`config.mk`:
```
export PLATFORM = sky130hd
export DESIGN_NAME = disk_reg_bridge
export DESIGN_NICKNAME = d
export VERILOG_FILES = /design/src/rtl/drb_pkg.sv /design/src/rtl/drb_lane_swap.sv /design/src/rtl/drb_decode.sv /design/src/rtl/drb_read_stage.sv /design/src/rtl/disk_reg_bridge.sv
export SDC_FILE = /design/constraint.sdc
export NUM_CORES = 1
export LEC_CHECK = 0
export BUFFER_PORTS_ARGS = -buffer_cell sky130_fd_sc_hd__buf_2
export CAP_MARGIN = 20
export CORE_MARGIN = 2
export CORE_UTILIZATION = 43
export DETAILED_ROUTE_END_ITERATION = 8
export PLACE_DENSITY = 0.86
export SETUP_SLACK_MARGIN = 0.02
export SYNTH_ARGS = -nofsm -noshare
export SYNTH_HDL_FRONTEND = slang
export SYNTH_SLANG_ARGS = --single-unit
```
`constraint.sdc`:
```
create_clock -name clk -period 2.9 [get_ports clk]
set_clock_uncertainty 0.15 [all_clocks]
set_input_delay 0.145 -clock clk [delete_from_list [all_inputs] [get_ports clk]]
set_output_delay 0.145 -clock clk [all_outputs]
set_load 0.01 [all_outputs]
```
`src/rtl/drb_pkg.sv`:
```
package drb_pkg;

    localparam int ADDR_W   = 12;
    localparam int DATA_W   = 32;
    localparam int IDX_LSB  = 4;
    localparam int IDX_W    = ADDR_W - IDX_LSB;
    localparam int TF_IDX_W = 3;
    localparam int BYTE_W   = 8;

    // Register indices with a fixed meaning in the window
    localparam logic [IDX_W-1:0] DATA_IDX   = IDX_W'(0);
    localparam logic [IDX_W-1:0] TF_FIRST   = IDX_W'(1);
    localparam logic [IDX_W-1:0] TF_LAST    = IDX_W'(7);
    localparam logic [IDX_W-1:0] CTL_IDX_LO = IDX_W'(8);
    localparam logic [IDX_W-1:0] CTL_IDX_HI = IDX_W'(22);

    typedef enum logic [1:0] {
        SZ_BYTE = 2'd0,
        SZ_HALF = 2'd1,
        SZ_WORD = 2'd2,
        SZ_RSVD = 2'd3
    } acc_size_e;

    typedef enum logic [2:0] {
        TGT_NONE     = 3'd0,
        TGT_TASKFILE = 3'd1,
        TGT_CONTROL  = 3'd2,
        TGT_DATA16   = 3'd3,
        TGT_DATA32   = 3'd4
    } target_e;

    typedef struct packed {
        target_e               tgt;
        logic [TF_IDX_W-1:0]   tf_idx;
    } decode_t;

    typedef struct packed {
        logic tf_rd;
        logic tf_wr;
        logic ctl_wr;
        logic alt_rd;
        logic d16_rd;
        logic d16_wr;
        logic d32_rd;
        logic d32_wr;
    } strobes_t;

    // All-ones read value for an unmapped access of the given size
    function automatic logic [DATA_W-1:0] unmapped_fill(acc_size_e sz);
        logic [DATA_W-1:0] v;
        case (sz)
            SZ_BYTE: v = {{(DATA_W-8){1'b0}},  8'hFF};
            SZ_HALF: v = {{(DATA_W-16){1'b0}}, 16'hFFFF};
            default: v = {DATA_W{1'b1}};
        endcase
        return v;
    endfunction

endpackage

```
`src/rtl/drb_lane_swap.sv`:
```
module drb_lane_swap #(
    parameter int LANES  = 4,
    parameter int LANE_W = 8
) (
    input  logic [LANES*LANE_W-1:0] din,
    output logic [LANES*LANE_W-1:0] dout
);
    // Byte reversal: lane i of the output takes lane LANES-1-i of the input
    for (genvar i = 0; i < LANES; i++) begin : g_lane
        assign dout[i*LANE_W +: LANE_W] = din[(LANES-1-i)*LANE_W +: LANE_W];
    end
endmodule

```
`src/rtl/drb_decode.sv`:
```
module drb_decode
    import drb_pkg::*;
#(
    parameter int AW = ADDR_W
) (
    input  logic [AW-1:0] addr,
    input  acc_size_e     size,
    output decode_t       dec
);
    localparam int IW = AW - IDX_LSB;

    logic [IW-1:0] idx;
    logic          is_tf_range;
    logic          is_ctl_idx;
    logic          is_data_idx;

    // Only bits [AW-1:IDX_LSB] select a register; the low nibble is dropped
    assign idx         = addr[AW-1:IDX_LSB];
    assign is_tf_range = (idx >= IW'(TF_FIRST)) && (idx <= IW'(TF_LAST));
    assign is_ctl_idx  = (idx == IW'(CTL_IDX_LO)) || (idx == IW'(CTL_IDX_HI));
    assign is_data_idx = (idx == IW'(DATA_IDX));

    always_comb begin
        dec.tgt    = TGT_NONE;
        dec.tf_idx = '0;
        case (size)
            SZ_BYTE: begin
                if (is_tf_range) begin
                    dec.tgt    = TGT_TASKFILE;
                    dec.tf_idx = idx[TF_IDX_W-1:0];
                end else if (is_ctl_idx) begin
                    dec.tgt = TGT_CONTROL;
                end
            end
            SZ_HALF: if (is_data_idx) dec.tgt = TGT_DATA16;
            SZ_WORD: if (is_data_idx) dec.tgt = TGT_DATA32;
            default: dec.tgt = TGT_NONE;
        endcase
    end
endmodule

```
`src/rtl/drb_read_stage.sv`:
```
module drb_read_stage
    import drb_pkg::*;
#(
    parameter int DW = DATA_W
) (
    input  logic          clk,
    input  logic          rst,
    input  logic          rd_fire,
    input  acc_size_e     size,
    input  target_e       tgt,
    input  logic [DW-1:0] dn_rdata,
    output logic [DW-1:0] rdata
);
    logic [15:0]   sw16;
    logic [DW-1:0] sw32;
    logic [DW-1:0] rd_next;

    drb_lane_swap #(.LANES(2), .LANE_W(BYTE_W)) u_sw16 (
        .din  (dn_rdata[15:0]),
        .dout (sw16)
    );

    drb_lane_swap #(.LANES(DW/BYTE_W), .LANE_W(BYTE_W)) u_sw32 (
        .din  (dn_rdata),
        .dout (sw32)
    );

    always_comb begin
        case (tgt)
            TGT_TASKFILE,
            TGT_CONTROL: rd_next = {{(DW-BYTE_W){1'b0}}, dn_rdata[BYTE_W-1:0]};
            TGT_DATA16:  rd_next = {{(DW-16){1'b0}}, sw16};
            TGT_DATA32:  rd_next = sw32;
            default:     rd_next = DW'(unmapped_fill(size));
        endcase
    end

    always_ff @(posedge clk) begin
        if (rst) begin
            rdata <= '0;
        end else if (rd_fire) begin
            rdata <= rd_next;
        end
    end

    AST_RD_HOLD: assert property (@(posedge clk) disable iff (rst)
        !rd_fire |=> $stable(rdata));
endmodule

```
`src/rtl/disk_reg_bridge.sv`:
```
module disk_reg_bridge
    import drb_pkg::*;
#(
    parameter int AW = ADDR_W,
    parameter int DW = DATA_W
) (
    input  logic          clk,
    input  logic          rst,
    input  logic [AW-1:0] bus_addr,
    input  logic [1:0]    bus_size,
    input  logic          bus_wr,
    input  logic          bus_rd,
    input  logic [DW-1:0] bus_wdata,
    output logic [DW-1:0] bus_rdata,
    output logic [2:0]    dn_idx,
    output logic          dn_tf_rd,
    output logic          dn_tf_wr,
    output logic          dn_ctl_wr,
    output logic          dn_alt_rd,
    output logic          dn_d16_rd,
    output logic          dn_d16_wr,
    output logic          dn_d32_rd,
    output logic          dn_d32_wr,
    output logic [DW-1:0] dn_wdata,
    input  logic [DW-1:0] dn_rdata
);
    acc_size_e     size;
    decode_t       dec;
    strobes_t      stb;
    logic          wr_fire;
    logic          rd_fire;
    logic [15:0]   wsw16;
    logic [DW-1:0] wsw32;

    assign size    = acc_size_e'(bus_size);
    // A write request takes precedence over a simultaneous read request
    assign wr_fire = bus_wr;
    assign rd_fire = bus_rd && !bus_wr;

    drb_decode #(.AW(AW)) u_dec (
        .addr (bus_addr),
        .size (size),
        .dec  (dec)
    );

    always_comb begin
        stb        = '0;
        stb.tf_rd  = rd_fire && (dec.tgt == TGT_TASKFILE);
        stb.tf_wr  = wr_fire && (dec.tgt == TGT_TASKFILE);
        stb.ctl_wr = wr_fire && (dec.tgt == TGT_CONTROL);
        stb.alt_rd = rd_fire && (dec.tgt == TGT_CONTROL);
        stb.d16_rd = rd_fire && (dec.tgt == TGT_DATA16);
        stb.d16_wr = wr_fire && (dec.tgt == TGT_DATA16);
        stb.d32_rd = rd_fire && (dec.tgt == TGT_DATA32);
        stb.d32_wr = wr_fire && (dec.tgt == TGT_DATA32);
    end

    assign dn_tf_rd  = stb.tf_rd;
    assign dn_tf_wr  = stb.tf_wr;
    assign dn_ctl_wr = stb.ctl_wr;
    assign dn_alt_rd = stb.alt_rd;
    assign dn_d16_rd = stb.d16_rd;
    assign dn_d16_wr = stb.d16_wr;
    assign dn_d32_rd = stb.d32_rd;
    assign dn_d32_wr = stb.d32_wr;
    assign dn_idx    = (stb.tf_rd || stb.tf_wr) ? dec.tf_idx : '0;

    // Write data: byte-reverse the wide data-port writes
    drb_lane_swap #(.LANES(2), .LANE_W(BYTE_W)) u_wsw16 (
        .din  (bus_wdata[15:0]),
        .dout (wsw16)
    );

    drb_lane_swap #(.LANES(DW/BYTE_W), .LANE_W(BYTE_W)) u_wsw32 (
        .din  (bus_wdata),
        .dout (wsw32)
    );

    always_comb begin
        case (size)
            SZ_BYTE: dn_wdata = {{(DW-BYTE_W){1'b0}}, bus_wdata[BYTE_W-1:0]};
            SZ_HALF: dn_wdata = {{(DW-16){1'b0}}, wsw16};
            default: dn_wdata = wsw32;
        endcase
    end

    drb_read_stage #(.DW(DW)) u_rd (
        .clk      (clk),
        .rst      (rst),
        .rd_fire  (rd_fire),
        .size     (size),
        .tgt      (dec.tgt),
        .dn_rdata (dn_rdata),
        .rdata    (bus_rdata)
    );

    AST_ONE_STROBE: assert property (@(posedge clk) disable iff (rst)
        $onehot0({dn_tf_rd, dn_tf_wr, dn_ctl_wr, dn_alt_rd,
                  dn_d16_rd, dn_d16_wr, dn_d32_rd, dn_d32_wr}));

    AST_TF_LEGAL: assert property (@(posedge clk) disable iff (rst)
        (dn_tf_rd || dn_tf_wr) |-> (bus_size == 2'd0 && dn_idx != 3'd0
                                    && bus_addr[AW-1:7] == '0));

    AST_CTL_LEGAL: assert property (@(posedge clk) disable iff (rst)
        (dn_ctl_wr || dn_alt_rd) |-> (bus_size == 2'd0 &&
            (bus_addr[AW-1:4] == (AW-4)'(8) || bus_addr[AW-1:4] == (AW-4)'(22))));

    AST_WIDE_AT_ZERO: assert property (@(posedge clk) disable iff (rst)
        (dn_d16_rd || dn_d16_wr || dn_d32_rd || dn_d32_wr)
            |-> (bus_addr[AW-1:4] == '0 && bus_size != 2'd0));

    AST_WR_WINS: assert property (@(posedge clk) disable iff (rst)
        bus_wr |-> !(dn_tf_rd || dn_alt_rd || dn_d16_rd || dn_d32_rd));

    AST_BYTE0_FILL: assert property (@(posedge clk) disable iff (rst)
        (bus_rd && !bus_wr && bus_size == 2'd0 && bus_addr[AW-1:4] == '0)
            |=> (bus_rdata == DW'(32'h0000_00FF)));
endmodule

```
[Word level (Yosys, flattened, before mapping)]
Index checks and enable logic that the tools add are counted.
Cells by class
  magnitude comparators: 2
  reductions and logical operators: 16
  multiplexer cells: 11
  equal/unequal tests: 8
Operator list (number)
  one-hot mux 32 bit (2 select lines): 2
  one-hot mux 32 bit (3 select lines): 1
  2-to-1 mux 3 bit: 4
  logical AND 1 bit: 10
  one-hot mux 3 bit (3 select lines): 1
  equality test 8 x 4 -> 1 bit (second input constant): 1
  equality test 8 x 5 -> 1 bit (second input constant): 1
  greater-or-equal comparator 8 x 1 -> 1 bit (second input constant): 1
  <= comparator 8 x 3 -> 1 bit (second input constant): 1
  zero test 8 bit: 1
  equality test 3 x 2 -> 1 bit (second input constant): 2
  2-to-1 mux 2 bit: 3
  equality test 3 x 1 -> 1 bit (second input constant): 1
  equality test 3 bit (second input constant): 1
  equality test 2 x 1 -> 1 bit (second input constant): 1
  equality test 2 bit (second input constant): 1
  zero test 2 bit: 1
  logical OR 1 bit: 2
  OR reduction 2 bit: 1
  zero test 1 bit: 1
Word-level totals
  output and inout bits: 75
  logic and storage cells: 38
  bits in registers: 32
  input port bits: 82

[Longest topological paths before layout]
  word-level depth: 9
  depth in mapped cells: 7
  depth with buffers taken out: 4

[Hierarchy]
A second synthesis with hierarchy kept.
Unflattened totals
  cells, all modules: 366
  area, all modules: 2931.6 µm²
By module, submodules not included
  drb_read_stage: area an instance 1634.1 µm², cells each 179, instances 1, sequential area each 640.6 µm²
  drb_lane_swap (u_rd.u_sw32 ...): area an instance 240.2 µm², cells each 32, instances 2, sequential area each 0.0 µm²
  disk_reg_bridge: area an instance 457.9 µm², cells each 75, instances 1, sequential area each 0.0 µm²
  drb_lane_swap (u_rd.u_sw16 ...): area an instance 120.1 µm², cells each 16, instances 2, sequential area each 0.0 µm²
  drb_decode: area an instance 118.9 µm², cells each 16, instances 1, sequential area each 0.0 µm²

[Worst setup path before layout]
Ideal clock, no wire load.
  path kind: input to register
  from: input port bus_size[1]
  to: register u_rd.rdata[18]
  path buffers: 2
  path slack: 1437 ps
  data required time: 2628 ps
  cell stages on the path: 6
  arrival time: 1191 ps
  path through: buf_2 -> xor2_1 -> mux2i_1 -> o211a_4 -> buf_6 -> a221o_1
On the way
  cells in the longest elaborated chain, start to end: 5
  elaborated cells between the ends (all ways): 11
RTL lines
  start, declared: RTL line disk_reg_bridge.sv:10  | input logic [1:0] bus_size,
  equality test 2 bit (tied with other cells): RTL line drb_decode.sv:26  | case (size)
  one-hot mux 3 bit (3 select lines): RTL line drb_decode.sv:26
  equality test 3 x 1 -> 1 bit / equality test 3 x 2 -> 1 bit (equally long branches): RTL line drb_read_stage.sv:29  | case (tgt)
  OR reduction 2 bit: RTL line drb_read_stage.sv:29
  one-hot mux 32 bit (3 select lines) *: RTL line drb_read_stage.sv:29
  end signal, assigned: RTL line drb_read_stage.sv:42  | rdata <= rd_next;
  end, declared: RTL line drb_read_stage.sv:12  | output logic [DW-1:0] rdata
Mark *: on every way between the ends. The rest lies on a longest branch, timed or not.
A chain may end at the register's enable or synchronous reset.

[Final worst setup path]
  from: input port bus_size[0]
  to: output port dn_d16_wr
On the way
  cells in the longest elaborated chain, start to end: 4
  elaborated cells between the ends (all ways): 6
RTL lines
  equality test 2 bit (tied with other cells): RTL line drb_decode.sv:26
  one-hot mux 3 bit (3 select lines) *: RTL line drb_decode.sv:26
  equality test 3 x 2 -> 1 bit *: RTL line disk_reg_bridge.sv:53  | stb.d16_wr = wr_fire && (dec.tgt == TGT_DATA16);
  logical AND 1 bit *: RTL line disk_reg_bridge.sv:53
  end, declared: RTL line disk_reg_bridge.sv:21  | output logic dn_d16_wr,
Marks and branches as above.

==> run metrics <==
layout cells sized above 1 43.9%; LEAKAGE 1.56 nW; Avg Synthesized Cell Area 8.40 sq um; critical path launch point type input pin; Clock power frac 31.0%; fmax 508 MHz; r2r setup slk 1830 ps; post-synth top area share 31.0%; Initial Util 44.0%; RSZ-0062 raised after global routing false; Crit path max-delay family buffers and inverters; die width 73.3 um; WHS Path Cells 2; router iterations before antenna repair 5; Top reg by flops u_rd.rdata; io pins 157; worst path buffer plus inverter count 3; Pwr Density 374 nW/um^2; CTS Sinks 32; Yosys reg bits 32; CP Capture Type output port; Max IR drop VDD 0.000207 V; htree depth 2; Seq/Total Area, Yosys 31.0%; worst hold start dn_rdata[1]; GR Util All Layers 26.6%; most frequent CP cell buf_2; global-route wire length before repair 11,200 um; Port-buffer cells 152; Slew @ Worst Pin 798 ps; R2R depth 4; Post-DP HPWL 5220 um; synthesized area 2070 sq um; Comb power frac 26.9%; Largest register FFs 32; CP Class in2out; Setup crit start bus_size[0]; Psw 0.000336 W; # fillers 386; ANT cells 0; slew margin rel. 46.7%; crit path DAT 1670 ps; vias in the first global route 2,295; Max-Cap Viols 0; Routed WL per cell 15.8 um; EDFF count, synth 0; Synth Warn # 0; CP peak stage delay 530 ps; Net Count, Synth 328; instance count of the mapped netlist 246; top post-synthesis cells by count 32 x dfxtp_1, 21 x and2_1, 18 x nand2_1; Core Box Area 4690 sq um; CTS-repair resized insts 0; Hold Crit Class in2reg; Largest regs u_rd.rdata: 32 flops; Worst EP required 2610 ps; Final #Nets 482; drt total wl 7170 um; area of the die 5370 sq um; clock latency at the later pin of the worst-skew pair 280 ps; Area growth syn-to-layout 47.2%; largest net degree at the start of global routing 54; GRT Residual Overflow 0; crit-path max FO 21; post-synth cell types 38; worst r2r src u_rd.rdata[4]$_SDFFE_PP0P_; most frequent cell after synthesis dfxtp_1; outcome complete, no violations; area post-placement 2790 sq um; Setup Viol. Count Final 0; async set-or-reset flop fraction in the synthesized netlist 0%; Final period util 67.9%; TritonCTS clock tree yes; Setup TNS 0 ps; prevailing post-synth register cell dfxtp_1; slowest CP cell nor2b_1; DRC 0; Max clock buf depth 2; Slew Viols, Final 0; Sequential Power Share 42.1%; Vias/cell 5.54; CTS Root Cell clkbuf_8; Synth area leaders dfxtp_1 31%, a22o_1 6.8%, and2_1 6.4%, a221o_1 6.3%, o211ai_1 5.8%; fin crit period 1970 ps; Antenna Nets Post-Route 0; Placer Congestion 0.845; CTS clk-pin slew, worst paths 60 ps; vias 2,520; sw frac 29.6%; Synth area leader dfxtp_1; Chip Height 73.3 um; Internal 0.000801 W; Fin. Hold Viols 0; crit path cell chain buf_2 > nor2b_1 > buf_4 > and3_1 > buf_2; initial antenna violation count 0; Row Count 25; Finished Cell Area 3040 sq um; Worst path depth 5; cts bufs inserted 5; 1st-iter DRT viols 190
[worst paths after layout]
path	endpoint
worst min-delay path	u_rd.rdata[25]$_SDFFE_PP0P_
worst max register to register	u_rd.rdata[4]$_SDFFE_PP0P_
worst max-delay path	dn_d16_wr
worst min register to register	u_rd.rdata[14]$_SDFFE_PP0P_
[metal layers]
metal | wire length, um | vias to the layer above | track usage [%]
met5 | 0 | - | 0
li1 | - | 1237 | -
met3 | 551 | 13 | 5.62
met4 | 155 | 0 | 10.1
met1 | 2980 | 1127 | 33.9
met2 | 3480 | 143 | 43.9
[layout by cell type (no fill, tap or decap), drive strengths merged, types with 12 or more instances in the layout]
cell	synthesis	routed
buf	13	155
o21ai	16	16
o211ai	16	16
dfxtp	32	32
a22o	16	16
and2	22	22
a221o	16	16
nor3	12	12
nand2	18	18
dlygate4sd3	0	16
[cells by family (layout without fill, tap and decap cells)]
group / after synthesis / in the layout / share of synthesized area [%]
AOI/OAI and AO/OA: 92 / 92 / 34.3
xor gates and xnor gates: 1 / 1 / 0.424
buffers and inverters: 33 / 188 / 7.87
DFF: 32 / 32 / 31.0
muxes: 9 / 9 / 4.36
and+or+nand+nor: 79 / 79 / 22.0
[final cells by class]
| class | instances | area [sq um] | area share, % |
|---|---|---|---|
| well taps | 54 | 67.6 | 2.22 |
| clock inverters | 2 | 10.0 | 0.329 |
| repair buffers | 171 | 943 | 31.0 |
| clock buffers | 6 | 82.6 | 2.72 |
| flip-flops and latches | 32 | 641 | 21.1 |
| inverters | 9 | 33.8 | 1.11 |
| multi-input cells | 181 | 1260 | 41.5 |
[what timing repair did]
action / 4_1_cts / 5_1_grt
hold endpoints to repair: 16 / 0
hold buffers: 16 / 0
buffers inserted: 0 / 0
[stage by stage]
stage | util [%] | power [W] | setup slack [ps] | instances | hold WS, ps
after floorplan | - | 0.000636 | 1440 | 246 | 133
after global placement | 59.4 | 0.000766 | 734 | 431 | 240
after detailed placement | 59.4 | 0.000773 | 708 | 431 | 236
after CTS | 64.8 | 0.00114 | 933 | 455 | 0.959
after global routing | 64.8 | 0.00119 | 804 | 455 | 9.43
final | 64.8 | 0.00114 | 930 | 455 | 2.65
[power by group through the flow]
| stage | registers (W) | logic, W | clock network (W) |
|---|---|---|---|
| after floorplan | 0.000500 | 0.000136 | 0 |
| after global placement | 0.000487 | 0.000279 | 0 |
| after detailed placement | 0.000488 | 0.000285 | 0 |
| after CTS | 0.000478 | 0.000304 | 0.000356 |
| after global routing | 0.000482 | 0.000334 | 0.000376 |
| final | 0.000479 | 0.000306 | 0.000352 |
No activity file was read; power rests on OpenSTA's default activity.
